## src/rtl/intalu_pkg.sv

```systemverilog
package intalu_pkg;

  typedef enum logic [3:0] {
    OP_ADD  = 4'd0,
    OP_SUB  = 4'd1,
    OP_MUL  = 4'd2,
    OP_DIV  = 4'd3,
    OP_MOD  = 4'd4,
    OP_CPL  = 4'd5,
    OP_OR   = 4'd6,
    OP_XOR  = 4'd7,
    OP_AND  = 4'd8,
    OP_NOR  = 4'd9,
    OP_XNOR = 4'd10,
    OP_NAND = 4'd11,
    OP_SLL  = 4'd12,
    OP_SRL  = 4'd13,
    OP_SRA  = 4'd14,
    OP_RSVD = 4'd15
  } alu_op_e;

  typedef enum logic [2:0] {
    BC_LT  = 3'd0,
    BC_LE  = 3'd1,
    BC_EQ  = 3'd2,
    BC_GE  = 3'd3,
    BC_GT  = 3'd4,
    BC_NE  = 3'd5,
    BC_AL  = 3'd6,
    BC_NV  = 3'd7
  } br_cond_e;

  localparam int FLAG_N = 1;
  localparam int FLAG_Z = 0;

  function automatic logic is_arith_op(input alu_op_e op);
    return (op == OP_ADD) || (op == OP_SUB) || (op == OP_MUL) ||
           (op == OP_DIV) || (op == OP_MOD) || (op == OP_CPL);
  endfunction

  function automatic logic is_logic_op(input alu_op_e op);
    return (op >= OP_OR) && (op <= OP_SRA);
  endfunction

endpackage

```

## src/rtl/intalu_arith.sv

```systemverilog
module intalu_arith
  import intalu_pkg::*;
#(
  parameter int W = 32
) (
  input  alu_op_e        op,
  input  logic [W-1:0]   a,
  input  logic [W-1:0]   b,
  output logic [W-1:0]   res
);

  localparam logic [W-1:0] MOST_NEG = {1'b1, {(W-1){1'b0}}};
  localparam logic [W-1:0] ALL_ONES = {W{1'b1}};

  logic [W-1:0] quo;
  logic [W-1:0] rem;

  always_comb begin
    if (b == '0) begin
      quo = ALL_ONES;
      rem = '0;
    end else if ((a == MOST_NEG) && (b == ALL_ONES)) begin
      quo = MOST_NEG;
      rem = '0;
    end else begin
      quo = $signed(a) / $signed(b);
      rem = $signed(a) % $signed(b);
    end
  end

  always_comb begin
    unique case (op)
      OP_ADD:  res = a + b;
      OP_SUB:  res = a - b;
      OP_MUL:  res = a * b;
      OP_DIV:  res = quo;
      OP_MOD:  res = rem;
      OP_CPL:  res = ~a;
      default: res = '0;
    endcase
  end

endmodule

```

## src/rtl/intalu_shift.sv

```systemverilog
module intalu_shift #(
  parameter int W = 32,
  localparam int SHW = $clog2(W)
) (
  input  logic [W-1:0]   src,
  input  logic [SHW-1:0] amt,
  input  logic           to_left,
  input  logic           arith,
  output logic [W-1:0]   dst
);

  logic [W-1:0] stage [SHW+1];
  logic [W-1:0] flipped_in;
  logic [W-1:0] flipped_out;
  logic         fill;

  always_comb begin
    for (int i = 0; i < W; i++) begin
      flipped_in[i] = src[W-1-i];
    end
  end

  assign fill     = arith & ~to_left & src[W-1];
  assign stage[0] = to_left ? flipped_in : src;

  for (genvar k = 0; k < SHW; k++) begin : g_stage
    localparam int D = 1 << k;
    assign stage[k+1] = amt[k] ? {{D{fill}}, stage[k][W-1:D]} : stage[k];
  end

  always_comb begin
    for (int i = 0; i < W; i++) begin
      flipped_out[i] = stage[SHW][W-1-i];
    end
  end

  assign dst = to_left ? flipped_out : stage[SHW];

endmodule

```

## src/rtl/intalu_logic.sv

```systemverilog
module intalu_logic
  import intalu_pkg::*;
#(
  parameter int W = 32,
  parameter bit LOGIC_SETS_FLAGS = 1'b0,
  localparam int SHW = $clog2(W)
) (
  input  alu_op_e        op,
  input  logic [W-1:0]   a,
  input  logic [W-1:0]   b,
  output logic [W-1:0]   res,
  output logic           sets_flags
);

  logic [W-1:0] sh_out;
  logic         sh_left;
  logic         sh_arith;

  assign sh_left  = (op == OP_SLL);
  assign sh_arith = (op == OP_SRA);

  intalu_shift #(.W(W)) u_shift (
    .src     (a),
    .amt     (b[SHW-1:0]),
    .to_left (sh_left),
    .arith   (sh_arith),
    .dst     (sh_out)
  );

  always_comb begin
    unique case (op)
      OP_OR:   res = a | b;
      OP_XOR:  res = a ^ b;
      OP_AND:  res = a & b;
      OP_NOR:  res = ~(a | b);
      OP_XNOR: res = ~(a ^ b);
      OP_NAND: res = ~(a & b);
      OP_SLL,
      OP_SRL,
      OP_SRA:  res = sh_out;
      default: res = '0;
    endcase
  end

  if (LOGIC_SETS_FLAGS) begin : g_flag_on
    assign sets_flags = is_logic_op(op);
  end else begin : g_flag_off
    assign sets_flags = 1'b0;
  end

endmodule

```

## src/rtl/intalu_flags.sv

```systemverilog
module intalu_flags
  import intalu_pkg::*;
#(
  parameter int W = 32
) (
  input  logic         clk,
  input  logic         rst_n,
  input  logic         op_busy,
  input  logic         op_upd,
  input  logic [W-1:0] op_val,
  input  logic         ld_upd,
  input  logic [W-1:0] ld_val,
  output logic [1:0]   flags_q
);

  logic [1:0] flags_d;
  logic       flags_en;

  always_comb begin
    flags_d  = flags_q;
    flags_en = 1'b0;
    if (op_upd) begin
      flags_en        = 1'b1;
      flags_d[FLAG_N] = op_val[W-1];
      flags_d[FLAG_Z] = (op_val == '0);
    end else if (ld_upd && !op_busy) begin
      flags_en        = 1'b1;
      flags_d[FLAG_N] = ld_val[W-1];
      flags_d[FLAG_Z] = (ld_val == '0);
    end
  end

  always_ff @(posedge clk or negedge rst_n) begin
    if (!rst_n) begin
      flags_q <= 2'b00;
    end else if (flags_en) begin
      flags_q <= flags_d;
    end
  end

endmodule

```

## src/rtl/intalu_cond.sv

```systemverilog
module intalu_cond
  import intalu_pkg::*;
(
  input  br_cond_e   cond,
  input  logic [1:0] flg,
  output logic       taken
);

  logic n;
  logic z;

  assign n = flg[FLAG_N];
  assign z = flg[FLAG_Z];

  always_comb begin
    unique case (cond)
      BC_LT:   taken = n;
      BC_LE:   taken = n | z;
      BC_EQ:   taken = z;
      BC_GE:   taken = ~n;
      BC_GT:   taken = ~n & ~z;
      BC_NE:   taken = ~z;
      BC_AL:   taken = 1'b1;
      default: taken = 1'b0;
    endcase
  end

endmodule

```

## src/rtl/intalu_nzb.sv

```systemverilog
module intalu_nzb
  import intalu_pkg::*;
#(
  parameter int W = 32,
  parameter bit LOGIC_SETS_FLAGS = 1'b0
) (
  input  logic         clk,
  input  logic         rst_n,
  input  logic         op_valid,
  input  logic [3:0]   op_code,
  input  logic [W-1:0] opa,
  input  logic [W-1:0] opb,
  input  logic         ld_valid,
  input  logic [W-1:0] ld_data,
  input  logic [2:0]   br_cond,
  output logic [W-1:0] result,
  output logic         res_valid,
  output logic [1:0]   flags,
  output logic         br_taken
);

  localparam int SYNC_STAGES = 2;

  logic [SYNC_STAGES-1:0] rst_pipe;
  logic                   rst_q;

  always_ff @(posedge clk or negedge rst_n) begin
    if (!rst_n) begin
      rst_pipe <= '0;
    end else begin
      rst_pipe <= {rst_pipe[SYNC_STAGES-2:0], 1'b1};
    end
  end

  assign rst_q = rst_pipe[SYNC_STAGES-1];

  alu_op_e      op;
  logic [W-1:0] ar_res;
  logic [W-1:0] lg_res;
  logic         lg_sets;
  logic         arith_sel;
  logic [W-1:0] res_d;
  logic         res_en;
  logic         vld_d;
  logic         flag_upd;

  assign op = alu_op_e'(op_code);

  intalu_arith #(.W(W)) u_arith (
    .op  (op),
    .a   (opa),
    .b   (opb),
    .res (ar_res)
  );

  intalu_logic #(.W(W), .LOGIC_SETS_FLAGS(LOGIC_SETS_FLAGS)) u_logic (
    .op         (op),
    .a          (opa),
    .b          (opb),
    .res        (lg_res),
    .sets_flags (lg_sets)
  );

  always_comb begin
    arith_sel = is_arith_op(op);
    res_d     = arith_sel ? ar_res : lg_res;
    res_en    = op_valid;
    vld_d     = op_valid;
    flag_upd  = op_valid & (arith_sel | lg_sets);
  end

  always_ff @(posedge clk or negedge rst_q) begin
    if (!rst_q) begin
      result    <= '0;
      res_valid <= 1'b0;
    end else begin
      res_valid <= vld_d;
      if (res_en) begin
        result <= res_d;
      end
    end
  end

  intalu_flags #(.W(W)) u_flags (
    .clk     (clk),
    .rst_n   (rst_q),
    .op_busy (op_valid),
    .op_upd  (flag_upd),
    .op_val  (res_d),
    .ld_upd  (ld_valid),
    .ld_val  (ld_data),
    .flags_q (flags)
  );

  intalu_cond u_cond (
    .cond  (br_cond_e'(br_cond)),
    .flg   (flags),
    .taken (br_taken)
  );

endmodule

```

## config.mk

```make
export PLATFORM = sky130hd
export DESIGN_NAME = intalu_nzb
export DESIGN_NICKNAME = d
export VERILOG_FILES = /design/src/rtl/intalu_pkg.sv /design/src/rtl/intalu_arith.sv /design/src/rtl/intalu_shift.sv /design/src/rtl/intalu_logic.sv /design/src/rtl/intalu_flags.sv /design/src/rtl/intalu_cond.sv /design/src/rtl/intalu_nzb.sv
export SDC_FILE = /design/constraint.sdc
export NUM_CORES = 2
export LEC_CHECK = 0
export BUFFER_PORTS_ARGS = -buffer_cell sky130_fd_sc_hd__buf_2
export CAP_MARGIN = 20
export CORE_ASPECT_RATIO = 1.2
export CORE_MARGIN = 2
export CORE_UTILIZATION = 36
export CTS_CLUSTER_DIAMETER = 80
export DETAILED_ROUTE_END_ITERATION = 16
export GPL_TIMING_DRIVEN = 0
export SYNTH_ARGS = -nofsm -noshare
export SYNTH_HDL_FRONTEND = slang
export SYNTH_SLANG_ARGS = --single-unit
```

## constraint.sdc

```tcl
create_clock -name clk -period 3.5 [get_ports clk]
set_input_delay 0 -clock clk [delete_from_list [all_inputs] [get_ports clk]]
set_output_delay 0 -clock clk [all_outputs]
set_load 0.03 [all_outputs]
```

Word-level counts from Yosys, hierarchy flattened

Cells that the tools add are included.
W data, S select, Z words.

Multiply operators: 1
Divide/modulo/power cells: 2
Reduce and logical (&&, ||, !) cells: 16
$add $sub $neg: 2
Equality and inequality tests: 22
Muxes and demuxes: 19
Bitwise gates (word level): 15

Operators by type and width:

| cell                   | count |
|---|---|
| $mux W32               | 12 |
| $pmux W32 S7           | 1 |
| $pmux W32 S6           | 1 |
| $not A32 Y32           | 4 |
| $logic_not A32 Y1      | 3 |
| $eq A32 B32 Y1 const B | 2 |
| $add A32 B32 Y32       | 1 |
| $and A32 B32 Y32       | 1 |
| $div A32 B32 Y32       | 1 |
| $mod A32 B32 Y32       | 1 |
| $mul A32 B32 Y32       | 1 |
| $or A32 B32 Y32        | 1 |
| $sub A32 B32 Y32       | 1 |
| $xor A32 B32 Y32       | 1 |
| $eq A4 B4 Y1 const B   | 7 |
| $eq A4 B3 Y1 const B   | 4 |
| $eq A3 B3 Y1 const B   | 3 |
| $eq A4 B2 Y1 const B   | 2 |
| $pmux W1 S7            | 1 |
| $eq A3 B2 Y1 const B   | 2 |
| $logic_or A1 B1 Y1     | 5 |
| $and A1 B1 Y1          | 4 |
| $eq A4 B1 Y1 const B   | 1 |
| $logic_not A4 Y1       | 1 |
| other kinds (11)       | 16 |

Output and inout bits: 36
Bits of input ports: 107
Register bits: 37
Logic and storage cells: 81

Depth between registers and ports, before layout

Depth after elaboration: 14
Gate-level depth with buffers: 392
Gate-level depth less buffers: 354

Cells and area by module

Synthesis repeated with hierarchy kept, for this count alone.

Cells, all modules: 8654
Area, all modules: 61875.6 µm²

Modules (own cells, without submodules):

| module       | area each (µm²) | cells each | times used |
|---|---|---|---|
| intalu_arith | 53083.4         | 7562       | 1 |
| intalu_shift | 3594.7          | 461        | 1 |
| intalu_logic | 3221.8          | 380        | 1 |
| intalu_nzb   | 1680.4          | 212        | 1 |
| intalu_flags | 252.7           | 33         | 1 |
| intalu_cond  | 42.5            | 6          | 1 |

Worst setup path before layout

Ideal clock, no wire load.

Kind: input port to flip-flop
Start: in opb[0]
End: reg u_flags.flags_q[0]
Buffers on the path: 61
Path slack: -76.917 ns
Data arrival time: 80.349 ns
Stages on the path: 358
Setup time: 0.067 ns
Path through: clkbuf_1 inv_1 clkbuf_1 clkbuf_1 buf_1 ha_1 nor2b_1 nand4_1 a211oi_1 o211ai_2 nor4_1 buf_2 and3_1 nand2_1 nand2_1 o21ai_0 ha_1 o21a_1 [... 322 more ...] inv_1 clkbuf_1 clkbuf_1 buf_1 ha_1 nand4_1 nor4_1 nand2b_1 or2_2 nand2_1 xnor2_1 o21ai_0 a211oi_1 o221ai_1 a21oi_1 and4_1 and4b_1 a32o_1

Word-level cells in the longest chain between the ends: 10

Ends and longest elaborated chain:

| item                                                     | RTL line           | RTL |
|---|---|---|
| start: declaration                                       | intalu_nzb.sv:12   | `input logic [W-1:0] opb,` |
| branches (longest 7 deep; another with $mod A32 B32 Y32) | n/a                |  |
| $mux W32 (*)                                             | intalu_nzb.sv:66   | `res_d = arith_sel ? ar_res : lg_res;` |
| $logic_not A32 Y1 (*)                                    | intalu_flags.sv:25 | `flags_d[FLAG_Z] = (op_val == '0);` |
| $mux W2 (*)                                              | intalu_flags.sv:22 | `if (op_upd) begin` |
| end signal: assignment                                   | intalu_flags.sv:37 | `flags_q <= flags_d;` |
| end: declaration                                         | intalu_flags.sv:13 | `output logic [1:0] flags_q` |

Mark *: on every way between the ends.
A chain may end at the register's enable or synchronous reset.

Final worst setup path

Start: in opb[25]
End: reg u_flags.flags_q[0]

Word-level cells in the longest chain between the ends: 8

Ends and longest elaborated chain:

| item                                                     | RTL line |
|---|---|
| branches (longest 5 deep; another with $mod A32 B32 Y32) | n/a |
| $mux W32 (*)                                             | intalu_nzb.sv:66 |
| $logic_not A32 Y1 (*)                                    | intalu_flags.sv:25 |
| $mux W2 (*)                                              | intalu_flags.sv:22 |

Marks and branches as above.

==> run metrics <==
Vias roughly 75,000; P_leak 0.0369 uW; Pwr Total a little under 70,000 uW; commonest non-fill, non-tap cells in the layout nand2_1 (1,022), buf_4 (832), nor2_1 (753); actual slew at the worst max-slew pin 1470 ps; CP required around 3700 ps; status finished with violations; Tot GR Track Use 0.419; maximum vdd ir drop ~1.9 mV; Die H 451 um; syn_area_per_cell a little over 7 um2; commonest non-fill, non-tap cell in the layout nand2_1; number of global-route vias before repair around 73,000; slowest stage delay, CP a little over 800 ps; initial antenna violation count 20; Cells after Synth 8,491; Setup Skew slightly above 5 ps; failing checks capacitance limit, setup timing; clock latency on the worst-skew pair around 280 ps; Final WS setup -67,710 ps; DRT Wirelength roughly 370,000 um; layout cell share with drive strength beyond 1 0.275; Die ar. 170,000 um2; Initial DRC Count between 7,000 and 8,000; number of synthesized flops with an enable pin 0; synth warn 0; Place WS -87,730 ps; Residual DRC 0; final std cells w/o fill 11,763; H-tree lvl count 2; Tcrit/Tclk final 20.3; most frequent CP cell buf_4; Post-synth ARST share 1.00; syn_nets just under 10,000; placed insts 10,838; Power Dens Cells ~840 nW/um2; Max transition margin 0.0167; Final Hold Fails 0; CP Launch Type primary input; GRT Residual Overflow 0; Final HPWL DP around 290,000 um; root buf cell clkbuf_16; Pins Over Slew Limit 0; Worst Path Arrival about 71,000 ps; buffers added on ports between 100 and 150; CP max FO 10; largest net degree at the start of global routing 23; Post-DRT Antenna Nets 0; Area Growth Syn to Fin 38.8%; Crit. End Element flop; number of max-cap violations 1; CTS tree done; # setup viols final 34; I/O Pins 143; row cnt approximately 160; Pre-Repair DR Iteration Count 6; Worst-path clk slew 60 ps; Seq/Total Area, Yosys 0.0155; global placement routability congestion 1.07; worst min-delay path class in2reg; global-route wire length before repair between 500,000 and 600,000 um; fin nets ~11,000; Sink Count 37; synthesis-stage register bit count 37; mapped cell area ~60,000 um2; Longest Clk Path Bufs 2; Netlist cell types 120; Via density approximately 6.4; Fmax achieved ~14 MHz; RSZ-0062 raised after global routing true; Die Wd roughly 380 um; core area between 150,000 and 200,000 um2; TritonCTS buffer count 5; Routed wire per std cell between 30 and 40 um; CP max-delay cell clkbuf_1; Filler Cell Count 15,934; critical path class in2reg; prevailing post-synth register cell dfrtp_1; Starting Density 0.363; crit path time final approximately 70,000 ps
==> kinds of logic (layout without fill, tap and decap cells) <==
group	count (synthesis)	count (layout)	share of synthesized area
buf+inv	1131	2244	0.0727
compound gates	2362	2362	0.262
fa+ha+maj	1164	1164	0.295
mux	190	190	0.0351
flops	37	37	0.0155
other cells	1	13	0.0000626
simple gates	2993	2995	0.231
xor+xnor	613	613	0.0898
==> sequential cells by signal (all words and copies together), names as in the netlist <==
signal and cells:
u_flags.flags_q 2, result 32, rst_pipe 2, res_valid 1
==> final cells by class <==
type | instances | area (um2) | share of cell area
Antenna cell | 12 | 30.0 | 0.000362
Inverter | 740 | 2840 | 0.0342
Clock buffer | 6 | 139 | 0.00167
Buffer | 381 | 3490 | 0.0420
Tap cell | 2145 | 2680 | 0.0323
Sequential cell | 37 | 926 | 0.0111
Clock inverter | 2 | 37.5 | 0.000452
Timing Repair Buffer | 1115 | 9250 | 0.111
Multi-Input combinational cell | 7325 | 63700 | 0.767
==> timing repair <==
item,in CTS,in global routing
setup buffers,646,259
hold buffers,2,0
pin swaps,479,465
gates resized for setup,1073,579
gates cloned,6,3
endpoints found under the hold margin,3,0
endpoints found under the setup margin,34,34
==> per-layer routing <==
metal | part of all wire | up-vias | GRT usage
met5 | 0.00030 | - | 0
met4 | 0.11 | 16 | 0.357
met3 | 0.091 | 1661 | 0.0833
met2 | 0.44 | 4526 | 0.669
met1 | 0.36 | 36595 | 0.479
li1 | - | 32436 | -
==> where the power goes <==
group	internal (uW)	switching (uW)	leakage, uW
logic	27300	41000	0.0364
registers	574	107	0.000433
clock network	355	170	0.0000832
==> worst paths after layout <==
kind                                          from                  to  slack [ps]  cells past startpoint
worst min register to register         rst_pipe[1]           res_valid         260                      0
worst min-delay path                   ld_data[31]  u_flags.flags_q[1]          10                      3
min in group asynchronous                    rst_n         rst_pipe[0]          40                      2
max in group asynchronous              rst_pipe[1]          result[12]        2700                      1
worst max register to register  u_flags.flags_q[0]  u_flags.flags_q[0]        2620                      3
worst max-delay path                       opb[25]  u_flags.flags_q[0]      -67710                    369
==> through the flow <==
step	setup TNS [ps]	utilization	hold WS [ps]	instance area, um2
4_1_cts	-2228170	0.475	16.6	78300
2_1_floorplan	-2054000	-	-296	62700
3_5_place_dp	-2920190	0.408	-212	67300
5_1_grt	-2316420	0.504	15.6	83000
3_3_place_gp	-3007230	0.401	-214	66100
6_report	-2268540	0.504	10.4	83100
==> critical path, delay by kind of cell <==
kind / cells / cell delay, ps
AOI/OAI and AO/OA: 158 / 33830
adders and majority gates: 30 / 7220
muxes: 4 / 1070
buffers and inverters: 88 / 13310
and+or+nand+nor: 88 / 15370
xor gates and xnor gates: 1 / 340
==> Yosys cell counts (all sizes together) (97+ instances only) <==
cell type | instances | area (um2)
nand2 | 1088 | 4090
nor2 | 836 | 3140
ha | 754 | 9430
inv | 723 | 2710
a21oi | 676 | 3390
xnor2 | 434 | 3810
fa | 410 | 8210
o21ai | 410 | 2060
clkbuf | 267 | 1000
nor3 | 219 | 1150
a21o | 200 | 1500
nand3 | 179 | 918
xor2 | 179 | 1570
o21a | 150 | 1130
mux2i | 139 | 1390
buf | 124 | 571
a31oi | 109 | 694
nand4 | 101 | 659
o211ai | 97 | 743
No activity file was read; power rests on OpenSTA's default activity.
